File: config.mk
export PLATFORM = sky130hd
export DESIGN_NAME = cs_bank_decoder
export DESIGN_NICKNAME = d
export VERILOG_FILES = /design/src/rtl/cs_bank_decoder.sv
export SDC_FILE = /design/constraint.sdc
export NUM_CORES = 1
export LEC_CHECK = 0
export ABC_AREA = 1
export BUFFER_PORTS_ARGS = -buffer_cell sky130_fd_sc_hd__buf_2
export CAP_MARGIN = 5
export CELL_PAD_IN_SITES_DETAIL_PLACEMENT = 1
export CELL_PAD_IN_SITES_GLOBAL_PLACEMENT = 2
export CORE_MARGIN = 5
export CORE_UTILIZATION = 25
export CTS_BUF_LIST = sky130_fd_sc_hd__clkbuf_4 sky130_fd_sc_hd__clkbuf_8 sky130_fd_sc_hd__clkbuf_16
export DETAILED_ROUTE_END_ITERATION = 7
export GPL_ROUTABILITY_DRIVEN = 0
export PLACE_DENSITY = 0.57
export SYNTH_ARGS = -nofsm -noshare
export SYNTH_HDL_FRONTEND = slang
export SYNTH_SLANG_ARGS = --single-unit
File: constraint.sdc
create_clock -name clk -period 4 [get_ports clk]
set_input_delay 0.2 -clock clk [delete_from_list [all_inputs] [get_ports clk]]
set_output_delay 0.2 -clock clk [all_outputs]
set_load 0.02 [all_outputs]
File: src/rtl/cs_bank_decoder.sv
module cs_bank_decoder #(
  parameter int NBANK      = 8,
  parameter int AW         = 32,
  parameter int RAW        = 12,
  parameter int REG_BASE   = 'h100,
  parameter int REG_STRIDE = 'h10,
  parameter int GRAN_LG    = 17
) (
  input  logic           clk,
  input  logic           rst_n,
  input  logic           boot_swap,
  input  logic           reg_we,
  input  logic [RAW-1:0] reg_addr,
  input  logic [AW-1:0]  reg_wdata,
  output logic [AW-1:0]  reg_rdata,
  input  logic           bus_valid,
  input  logic [AW-1:0]  bus_addr,
  output logic [NBANK-1:0] cs
);
  localparam int TAGW      = AW - GRAN_LG;
  localparam int STRIDE_LG = $clog2(REG_STRIDE);
  localparam int IDXW      = $clog2(NBANK);

  logic [AW-1:0]    win_q [NBANK];
  logic             swap_q;
  logic [NBANK-1:0] cs_q, hit, pick, phys;

  logic [RAW-1:0] rel;
  logic           in_win;
  logic [IDXW-1:0] idx;

  assign rel    = reg_addr - RAW'(REG_BASE);
  assign in_win = (reg_addr >= RAW'(REG_BASE)) && (rel[STRIDE_LG-1:0] == '0)
                  && ((rel >> STRIDE_LG) < RAW'(NBANK));
  assign idx    = IDXW'(rel >> STRIDE_LG);

  always_ff @(posedge clk) begin
    if (!rst_n) begin
      for (int i = 0; i < NBANK; i++) win_q[i] <= '0;
      swap_q <= boot_swap;
    end else if (reg_we && in_win) begin
      win_q[idx] <= reg_wdata;
    end
  end

  assign reg_rdata = in_win ? win_q[idx] : '0;

  for (genvar g = 0; g < NBANK; g++) begin : g_match
    assign hit[g] = win_q[g][0] &&
      (((bus_addr[AW-1:GRAN_LG] ^ win_q[g][AW-1:GRAN_LG]) & win_q[g][TAGW:1]) == '0);
  end

  always_comb begin
    logic found;
    pick  = '0;
    found = 1'b0;
    if (win_q[0] == '0) begin
      pick[0] = 1'b1;
    end else if (win_q[1] == '0) begin
      pick[1] = 1'b1;
    end else begin
      for (int i = 0; i < NBANK; i++) begin
        if (hit[i] && !found) begin
          pick[i] = 1'b1;
          found   = 1'b1;
        end
      end
    end
  end

  always_comb begin
    phys = pick;
    if (swap_q) begin
      phys[0] = pick[1];
      phys[1] = pick[0];
    end
  end

  always_ff @(posedge clk) begin
    if (!rst_n) cs_q <= '0;
    else        cs_q <= bus_valid ? phys : '0;
  end

  assign cs = cs_q;

  a_r10_onehot: assert property (@(posedge clk) disable iff (!rst_n)
    $onehot0(cs_q));

  a_r8_idle_low: assert property (@(posedge clk) disable iff (!rst_n)
    !bus_valid |=> (cs_q == '0));

  a_r7_swap_held: assert property (@(posedge clk) disable iff (!rst_n)
    rst_n |=> $stable(swap_q));

  a_r6_catch_all: assert property (@(posedge clk) disable iff (!rst_n)
    (bus_valid && win_q[0] == '0) |=> (cs_q == (swap_q ? NBANK'(2) : NBANK'(1))));

  a_r1_write_lands: assert property (@(posedge clk) disable iff (!rst_n)
    (reg_we && in_win) |=> (win_q[$past(idx)] == $past(reg_wdata)));
endmodule

==> results of run 1 <==
[routing by layer]
layer	up-vias	share of wire, %	GRT usage (%)
li1	5283	-	-
met1	5855	44	26.9
met2	291	48	34.6
met3	77	5.2	3.61
met4	2	2.9	5.66
met5	-	0.011	0
[cell usage after synthesis]
cell type	number	area [sq um]
a21oi_1	9	45.0
a221oi_1	2	17.5
a22o_1	1	8.76
a22oi_1	12	90.1
a31oi_1	2	12.5
buf_1	1	3.75
buf_2	21	105
buf_4	1	7.51
buf_6	24	270
clkbuf_1	14	52.6
clkinv_1	3	11.3
dfxtp_1	8	160
edfxtp_1	257	7720
inv_1	143	537
inv_2	1	3.75
nand2_1	300	1130
nand2_2	1	6.26
nand2_4	8	90.1
nand2b_1	1	6.26
nand3_1	104	521
nand3b_1	1	7.51
nand4_1	16	100
nand4_2	1	12.5
nor2_1	364	1370
nor2_4	1	11.3
nor2_8	1	20.0
nor3_1	22	110
nor3_4	1	16.3
nor4_1	13	81.3
nor4_2	1	12.5
o2111a_1	2	22.5
o2111ai_1	3	26.3
o21a_1	1	7.51
o21ai_0	8	40.0
o221ai_1	13	114
o22ai_1	97	607
or2_2	23	144
xor2_1	8	70.1
[final timing paths]
kind / startpoint / end / slack, ns / cells after the start
setup reg to reg: win_q[0][23]$_SDFFCE_PN0P_ / cs[5]$_SDFF_PP0_ / 1.97 / 9
hold reg to reg: swap_q$_DFFE_PN_ / cs[0]$_SDFF_PN0_ / 0.59 / 2
hold / removal: reg_wdata[18] / win_q[5][18]$_SDFFCE_PN0P_ / 0.07 / 3
setup / recovery: reg_addr[5] / reg_rdata[18] / 1.36 / 9
[cell families (layout without fill, tap and decap cells)]
| family | after synthesis | in the layout | share of synthesized area, % |
|---|---|---|---|
| compound gates | 150 | 150 | 7.31 |
| xor+xnor | 8 | 8 | 0.517 |
| buf+inv | 208 | 342 | 7.31 |
| flops | 265 | 265 | 58.1 |
| simple gates | 858 | 858 | 26.8 |
[timing repair]
action,4_1_cts,5_1_grt
setup endpoints to repair,0,0
hold buffers,2,0
setup buffers,0,0
hold endpoints to repair,2,0
[sequential cells by signal (all words and copies together) (netlist names)]
signal	count
win_q	256
swap_q	1
cs	8
[cells in the final DEF (no fill, tap or decap), types with 22 or more instances in the layout]
cell type	n
buf_4	25
edfxtp_1	257
nand3_1	103
buf_2	103
inv_1	143
nand2_1	292
o22ai_1	97
nor3_1	22
nor2_1	364
clkbuf_16	36
or2_2	23
[report_power, final]
group / leakage (nW) / internal [mW] / switching (mW)
Combinational: 3.63 / 0.175 / 0.475
Sequential: 2.50 / 3.18 / 0.106
Clock: 0.545 / 1.85 / 1.25
Total: 6.68 / 5.21 / 1.83
[critical path, stage by stage]
cell and delay (ns):
buf_2 0.13, nand2_1 0.13, nor2_1 0.07, buf_4 0.22, inv_2 0.50, buf_4 0.38
o22ai_1 0.12, nor4_1 0.40, buf_2 0.24
[through the flow]
stage	worst slack (ns)	utilization, %	hold slack [ns]	instance area [sq um]	power (mW)
finish	1.36	29.7	0.0702	16000	7.03
global route	1.27	29.7	0.0636	16000	7.29
CTS	1.34	29.7	0.0404	16000	7.12
detailed placement	1.34	27.7	0.382	14900	3.99
global placement	1.34	27.7	0.381	14900	3.98
floorplan	1.61	-	0.299	13600	3.64
[layout make-up]
cell class                 count  share of cell area [%]
clock buffer                  40                    5.82
clock inverter                17                    1.06
inverter                     147                    3.45
multi-input combinational   1016                    29.5
sequential                   265                    49.2
tap                          696                    5.44
timing repair buffer         138                    5.52
==> impl_results.md, run 1 <==
- N_diodes: 0
- Rows: 85
- Vias/cell: 4.96
- Initial antenna violation count: 2
- Yosys Warn Count: 0
- Slew @ Worst Pin: 0.725 ns
- Setup TNS Final: 0 ns
- PortBufs: 103
- Routed wire length: 61700 um
- Outcome: complete, no violations
- I/O Pins: 121
- Area grow syn2layout: 18.0%
- Peak VDD IR: 0.232 mV
- Post-DP HPWL: 42600 um
- RSZ-0062 raised after global routing: no
- Root Driver: clkbuf_16
- Post-synthesis sequential area ratio: 58.1%
- DP Cell Count: 2260
- Area of the multi-input gates: 4720 sq um
- WS Path Type: in -> out
- Die footprint: 59000 sq um
- Grt total ovfl: 0
- Number of global-route vias before repair: 11800
- Hold Crit Class: in -> reg
- Layout filler cell count: 6233
- Drc violations: 0
- Post-Syn Nets: 1570
- Number of setup violations in the final report: 0
- Gr usage total: 20.4%
- Static Leak: 6.68 nW
- Mapped Cells: 1489
- CP arrival: 2.44 ns
- Final hold vios: 0
- Worst Path Required: 3.80 ns
- Yosys reg bits: 265
- Core box area: 53800 sq um
- FF+latch area: 7880 sq um
- Initial Util: 25.2%
- Post-synth cell types: 38
- CTS sink count: 265
- Post-layout minimum cycle time: 2.64 ns
- Final Max Tran Viols: 0
- Syn avg cell area: 9.11 sq um
- Clk_lat worst skew: 0.56 ns
- First-pass GRT wire length: 86300 um
- Final Non-Filler Cells: 2319
- Post-Synthesis Cell Area: 13600 sq um
- Post-route ant nets: 0
- Critical Path Start Type: primary input
- Crit. End Element: output pin
- Cts repair resizes: 0
- DIE HEIGHT: 243 um
- Clk slew on worst S/H paths: 0.06 ns
- Htree depth: 2
- CTS Buffer Depth: 3
- Clock tree from TritonCTS: built
- DR iter-0 viols: 808
- DIE WIDTH: 243 um
- Clock Skews: 0.0216 ns
- Final nets: 1684
- Maximum capacitance violations: 0
- Share of cells above drive strength 1: 14.4%
- Largest net degree at the start of global routing: 33
- Vias: 11500
- Fin crit share: 66.1%
- Pre-Repair DR Iteration Count: 5
- Worst-path fanout max: 17
- Total CTS buffers: 35
- Fmax: 378 MHz
- Total power per unit cell area: 440 nW/um^2
- Relative slew slack: 51.6%
- Wire length per cell: 26.6 um
Power figures use the tool's default switching activity.
==> inputs of run 2 (changes only) <==
PLACE_DENSITY = 0.59   (was 0.57)
clock period = 2.35 ns   (was 4 ns; I/O delays follow)
==> run 2 against run 1 <==
  * Wire length fell by 0.20%
  * Register-to-register slack got worse by 1.6 ns
  * Via count rose by 1.0%
  * Flip-flop and latch count did not move
  * Design area rose by 2.4%
  * Combinational power rose by 77%
  * Worst setup slack got worse by 1.2 ns
  * Global-route usage barely moved
  * Worst hold slack got worse by 0.047 ns
  * Critical path type is now reg -> out
  * Largest power group unchanged
  * Highest routed layer is now met4
==> impl_results.md, run 2 (synthesis gave the netlist of run 1 again) <==
- Core box area: 53800 sq um
- Routed wire length: 61600 um
- Outcome: complete, no violations
- Initial antenna violation count: 1
- Htree depth: 2
- Critical Path Start Type: register
- Placed cell area: 15100 sq um
- Area grow syn2layout: 20.8%
- Psw: 3.14 mW
- Total CTS buffers: 36
- CTS Buffer Depth: 3
- Crit. End Element: output pin
- Pint: 8.98 mW
- Final nets: 1714
- Pre-Repair DR Iteration Count: 4
- Cts repair resizes: 0
- Post-route ant nets: 0
- Post-layout minimum cycle time: 2.22 ns
- Clock power share: 44.4%
- WS Path Type: reg -> out
- Largest register FFs: 256
- N_diodes: 0
- Clock tree from TritonCTS: built
- Clock Skews: 0.0257 ns
- Register share of total power: 46.1%
- Hold Buf Count CTS: 12
- Root Driver: clkbuf_16
- Clk_lat worst skew: 0.55 ns
- Post-DP HPWL: 43900 um
- Final hold vios: 0
- Grt total ovfl: 0
- CP arrival: 2.10 ns
- Peak VDD IR: 0.419 mV
- Maximum capacitance violations: 0
- Total power per unit cell area: 740 nW/um^2
- Worst-path fanout max: 2
- Setup TNS Final: 0 ns
- Relative slew slack: 53.3%
- Hold Crit Class: in -> reg
- DR iter-0 viols: 843
- Largest net degree at the start of global routing: 33
- Fmax: 450 MHz
- Switching Share: 25.9%
- Top reg by flops: win_q
- I/O Pins: 121
- Number of setup violations in the final report: 0
- Clk slew on worst S/H paths: 0.06 ns
- Most frequent cells in the layout: nor2_1, nand2_1, edfxtp_1
- Reg2reg setup slack: 0.37 ns
- Die footprint: 59000 sq um
- Layout filler cell count: 6206
- Rows: 85
- Post-Layout Inst Area: 16400 sq um
- First-pass GRT wire length: 87900 um
- Combinational Power Share: 9.5%
- Fin crit share: 94.5%
- CTS sink count: 265
- Post-CTS setup buffer count: 0
- Wire length per cell: 26.2 um
- PortBufs: 103
- DIE HEIGHT: 243 um
- Slew @ Worst Pin: 0.693 ns
- Gr usage total: 20.4%
- Vias/cell: 4.94
- Vias: 11600
- Number of global-route vias before repair: 12200
- Commonest non-fill, non-tap cell in the layout: nor2_1
- Worst Path Required: 2.23 ns
- Initial Util: 25.2%
- Share of cells above drive strength 1: 15.6%
- Final Max Tran Viols: 0
- DIE WIDTH: 243 um
- RSZ-0062 raised after global routing: no
- Static Leak: 6.88 nW
- Drc violations: 0
-- run 2: cell type report --
class | count | area (sq um) | area share [%]
repair buffers | 167 | 1230 | 7.48
flip-flops and latches | 265 | 7880 | 48.1
inverters | 147 | 552 | 3.37
well taps | 696 | 871 | 5.31
clock inverters | 11 | 86.3 | 0.527
clock buffers | 51 | 1050 | 6.44
multi-input cells | 1016 | 4720 | 28.8
-- run 2: final timing paths --
check	end	from	cells after the start
setup / recovery	reg_rdata[31]	win_q[7][31]$_SDFFCE_PN0P_	5
hold / removal	win_q[3][16]$_SDFFCE_PN0P_	reg_wdata[16]	3
setup reg to reg	cs[7]$_SDFF_PP0_	win_q[2][31]$_SDFFCE_PN0P_	10
hold reg to reg	cs[0]$_SDFF_PN0_	swap_q$_DFFE_PN_	2
-- run 2: per-layer routing --
metal	GRT usage [%]	vias to the layer above	share of wire [%]
met5	0	-	0
met4	4.64	0	2.1
met3	2.93	63	4.5
met2	35.0	285	48
met1	27.5	5923	45
li1	-	5355	-
-- run 2: metrics by stage --
stage               std cells  hold WS, ns  worst slack, ns  power, mW  utilization [%]
global placement         2279        0.298            0.179       6.81             28.1
floorplan                1489        0.216           0.0432       6.19                -
CTS                      2353      0.00146            0.160       12.3             30.4
detailed placement       2279        0.314            0.137       6.83             28.1
finish                   2353       0.0235            0.128       12.1             30.4
global route             2353       0.0289           0.0478       12.6             30.4
-- run 2: worst max-delay path, stage by stage (launching register included) --
cell and delay [ns]:
edfxtp_1 0.34, inv_1 0.06, a22oi_1 0.18, o221ai_1 0.15
nor4_1 0.53, buf_2 0.29
-- run 2: power groups by stage --
stage | clock network (mW) | logic, mW | registers (mW)
3_3_place_gp | 0 | 1.14 | 5.67
5_1_grt | 5.70 | 1.25 | 5.62
2_1_floorplan | 0 | 0.576 | 5.61
6_report | 5.38 | 1.15 | 5.59
4_1_cts | 5.52 | 1.17 | 5.59
3_5_place_dp | 0 | 1.15 | 5.68
==> inputs of run 3 (changes only) <==
ABC_AREA = not set   (was 1)
PLACE_DENSITY = 0.55   (was 0.59)
==> run 3 against run 2 <==
  * Via count fell by 11%
  * Critical path type is now reg -> reg
  * Power down 0.34%
  * Worst setup slack lost 0.13 ns
  * First-iteration DRC count increased by 7.6%
  * Combinational power barely moved
  * Core utilization up 2.0 points
  * Clock-buffer cell count shrank 9
  * Largest power group unchanged
  * Sequential power increased by 0.9%
  * Die area down 3.3%
  * Fmax fell by 5.5%
==> impl_results.md, run 3 <==
- Hold Crit Class: in -> reg
- Grt total ovfl: 0
- Number of setup violations in the final report: 0
- Worst path max stage delay: 0.58 ns
- Mapped Cells: 1062
- Static Leak: 6.09 nW
- WS Path Type: reg -> reg
- Post-route ant nets: 0
- Core box area: 51600 sq um
- CTS sink count: 265
- Register share of total power: 46.7%
- Fmax: 426 MHz
- Post-layout minimum cycle time: 2.35 ns
- Vias: 10300
- Vias/cell: 5.25
- Syn avg cell area: 12.3 sq um
- Psw: 3.15 mW
- DIE HEIGHT: 239 um
- Post-synth cell types: 39
- Clock tree from TritonCTS: built
- Top-count cell post-synth: edfxtp_1
- Total power per unit cell area: 720 nW/um^2
- Relative slew slack: 57.6%
- Top reg by flops: win_q
- Yosys Warn Count: 0
- Rows: 83
- Top-area cell type share of the netlist area: 58.9%
- Initial Util: 25.4%
- Synth top area cells: edfxtp_1, and2_1, xor2_1, o22ai_1, nor4_1
- Htree depth: 2
- Clock power share: 43.7%
- Wire length per cell: 31.3 um
- Clk_lat worst skew: 0.55 ns
- Post-Syn Nets: 1143
- Largest net degree at the start of global routing: 35
- Async S/R FF share, synth: 0%
- Family with the most delay on the worst path: simple AND/OR/NAND/NOR gates
- Placed cell area: 15300 sq um
- Worst reg-to-reg path cell count: 7
- PortBufs: 103
- Share of cells above drive strength 1: 22.7%
- Critical Path Start Type: register
- Final nets: 1336
- Number of global-route vias before repair: 10500
- Die footprint: 57000 sq um
- Slew @ Worst Pin: 0.630 ns
- Maximum capacitance violations: 0
- Final Non-Filler Cells: 1962
- Fin crit share: 100%
- Worst Path Required: 2.83 ns
- Pre-Repair DR Iteration Count: 5
- Worst-path fanout max: 3
- Hold Crit Depth: 2
- CP Depth: 7
- Crit-path cells: nor4_1, nand4_1, nor2_1, o21ai_0, o221a_2, a21oi_1, buf_4
- CP arrival: 2.83 ns
- Post-synth EDFFs: 257
- Total CTS buffers: 35
- DR iter-0 viols: 907
- Layout filler cell count: 5556
- Crit. End Element: register
- Top post-synthesis cells by count: edfxtp_1, and2_1, xor2_1
- Largest area contributor in the netlist: edfxtp_1
- Outcome: complete, no violations
- Slowest CP cell: nor4_1
- Most frequent cells in the layout: edfxtp_1, and2_1, xor2_1
- Post-DP HPWL: 42500 um
- First-pass GRT wire length: 84700 um
- Area grow syn2layout: 28.1%
- Top FF cell, synth: edfxtp_1
- Final hold vios: 0
- Yosys reg bits: 265
- Critical path buffer and inverter count: 1
- Pint: 8.93 mW
- Setup TNS Final: 0 ns
- Peak VDD IR: 0.419 mV
- Final Max Tran Viols: 0
- Initial antenna violation count: 1
- DIE WIDTH: 239 um
- Largest register FFs: 256
- Drc violations: 0
- I/O Pins: 121
- Clk slew on worst S/H paths: 0.06 ns
- CTS Buffer Depth: 3
- Commonest non-fill, non-tap cell in the layout: edfxtp_1
- Post-synthesis sequential area ratio: 60.2%
- Combinational Power Share: 9.6%
- Post-Synthesis Cell Area: 13100 sq um
- Place WS: -0.0971 ns
- Gr usage total: 21.0%
- Hold slack: 0.0196 ns
- Switching Share: 26.1%
- Root Driver: clkbuf_16
- DP Cell Count: 1867
- Routed wire length: 61400 um
- Clock Skews: 0.0208 ns
- Post-Layout Inst Area: 16800 sq um
- Final setup margin: 0.0000779 ns
==> run 3: kinds of logic (layout without fill, tap and decap cells) <==
| group | count (synthesis) | in the layout | share of synthesized area [%] |
|---|---|---|---|
| and+or+nand+nor | 396 | 396 | 18.4 |
| DFF | 265 | 265 | 60.2 |
| AOI/OAI and AO/OA | 196 | 196 | 10.6 |
| xor gates and xnor gates | 120 | 120 | 8.03 |
| buffers and inverters | 85 | 304 | 2.79 |
| other | 0 | 1 | 0 |
==> run 3: metrics by stage <==
stage	total power, mW	util [%]
3_3_place_gp	6.83	29.6
5_1_grt	12.4	32.5
2_1_floorplan	6.10	-
4_1_cts	12.2	32.4
3_5_place_dp	6.84	29.6
6_report	12.1	32.5
==> run 3: final timing paths <==
check / startpoint / to / slack [ns]
max: win_q[1][11]$_SDFFCE_PN0P_ / cs[1]$_SDFF_PN0_ / 0.00008
min reg2reg: win_q[3][6]$_SDFFCE_PN0P_ / cs[3]$_SDFF_PP0_ / 0.70
max reg2reg: win_q[1][11]$_SDFFCE_PN0P_ / cs[1]$_SDFF_PN0_ / 0.00008
min: reg_wdata[5] / win_q[3][5]$_SDFFCE_PN0P_ / 0.02
==> run 3: power by group through the flow <==
stage	logic [mW]	registers, mW	clock network, mW
detailed placement	1.11	5.72	0
finish	1.17	5.64	5.28
CTS	1.16	5.63	5.37
floorplan	0.475	5.62	0
global placement	1.11	5.72	0
global route	1.21	5.65	5.56
==> run 3: repair_timing <==
action	CTS	global route
setup endpoints to repair	6	9
resized for setup	5	6
hold buffers	30	0
endpoints found under the hold margin	222	0
pin swaps	1	0
setup buffers	1	0
==> run 3: per-layer routing <==
metal	up-vias	wire [um]	GRT usage [%]
met3	61	3070	2.34
met5	-	0	0
met4	0	1190	4.97
met1	5477	27500	29.2
li1	4405	-	-
met2	357	29600	35.2
==> run 3: cell type report <==
cell class | count | area, sq um | area share (%)
Inverter | 11 | 41.3 | 0.246
Antenna cell | 1 | 2.50 | 0.0149
Clock buffer | 42 | 958 | 5.71
Timing Repair Buffer | 230 | 1830 | 10.9
Tap cell | 680 | 851 | 5.07
Multi-Input combinational cell | 712 | 5050 | 30.1
Clock inverter | 21 | 159 | 0.947
Sequential cell | 265 | 7880 | 47.0
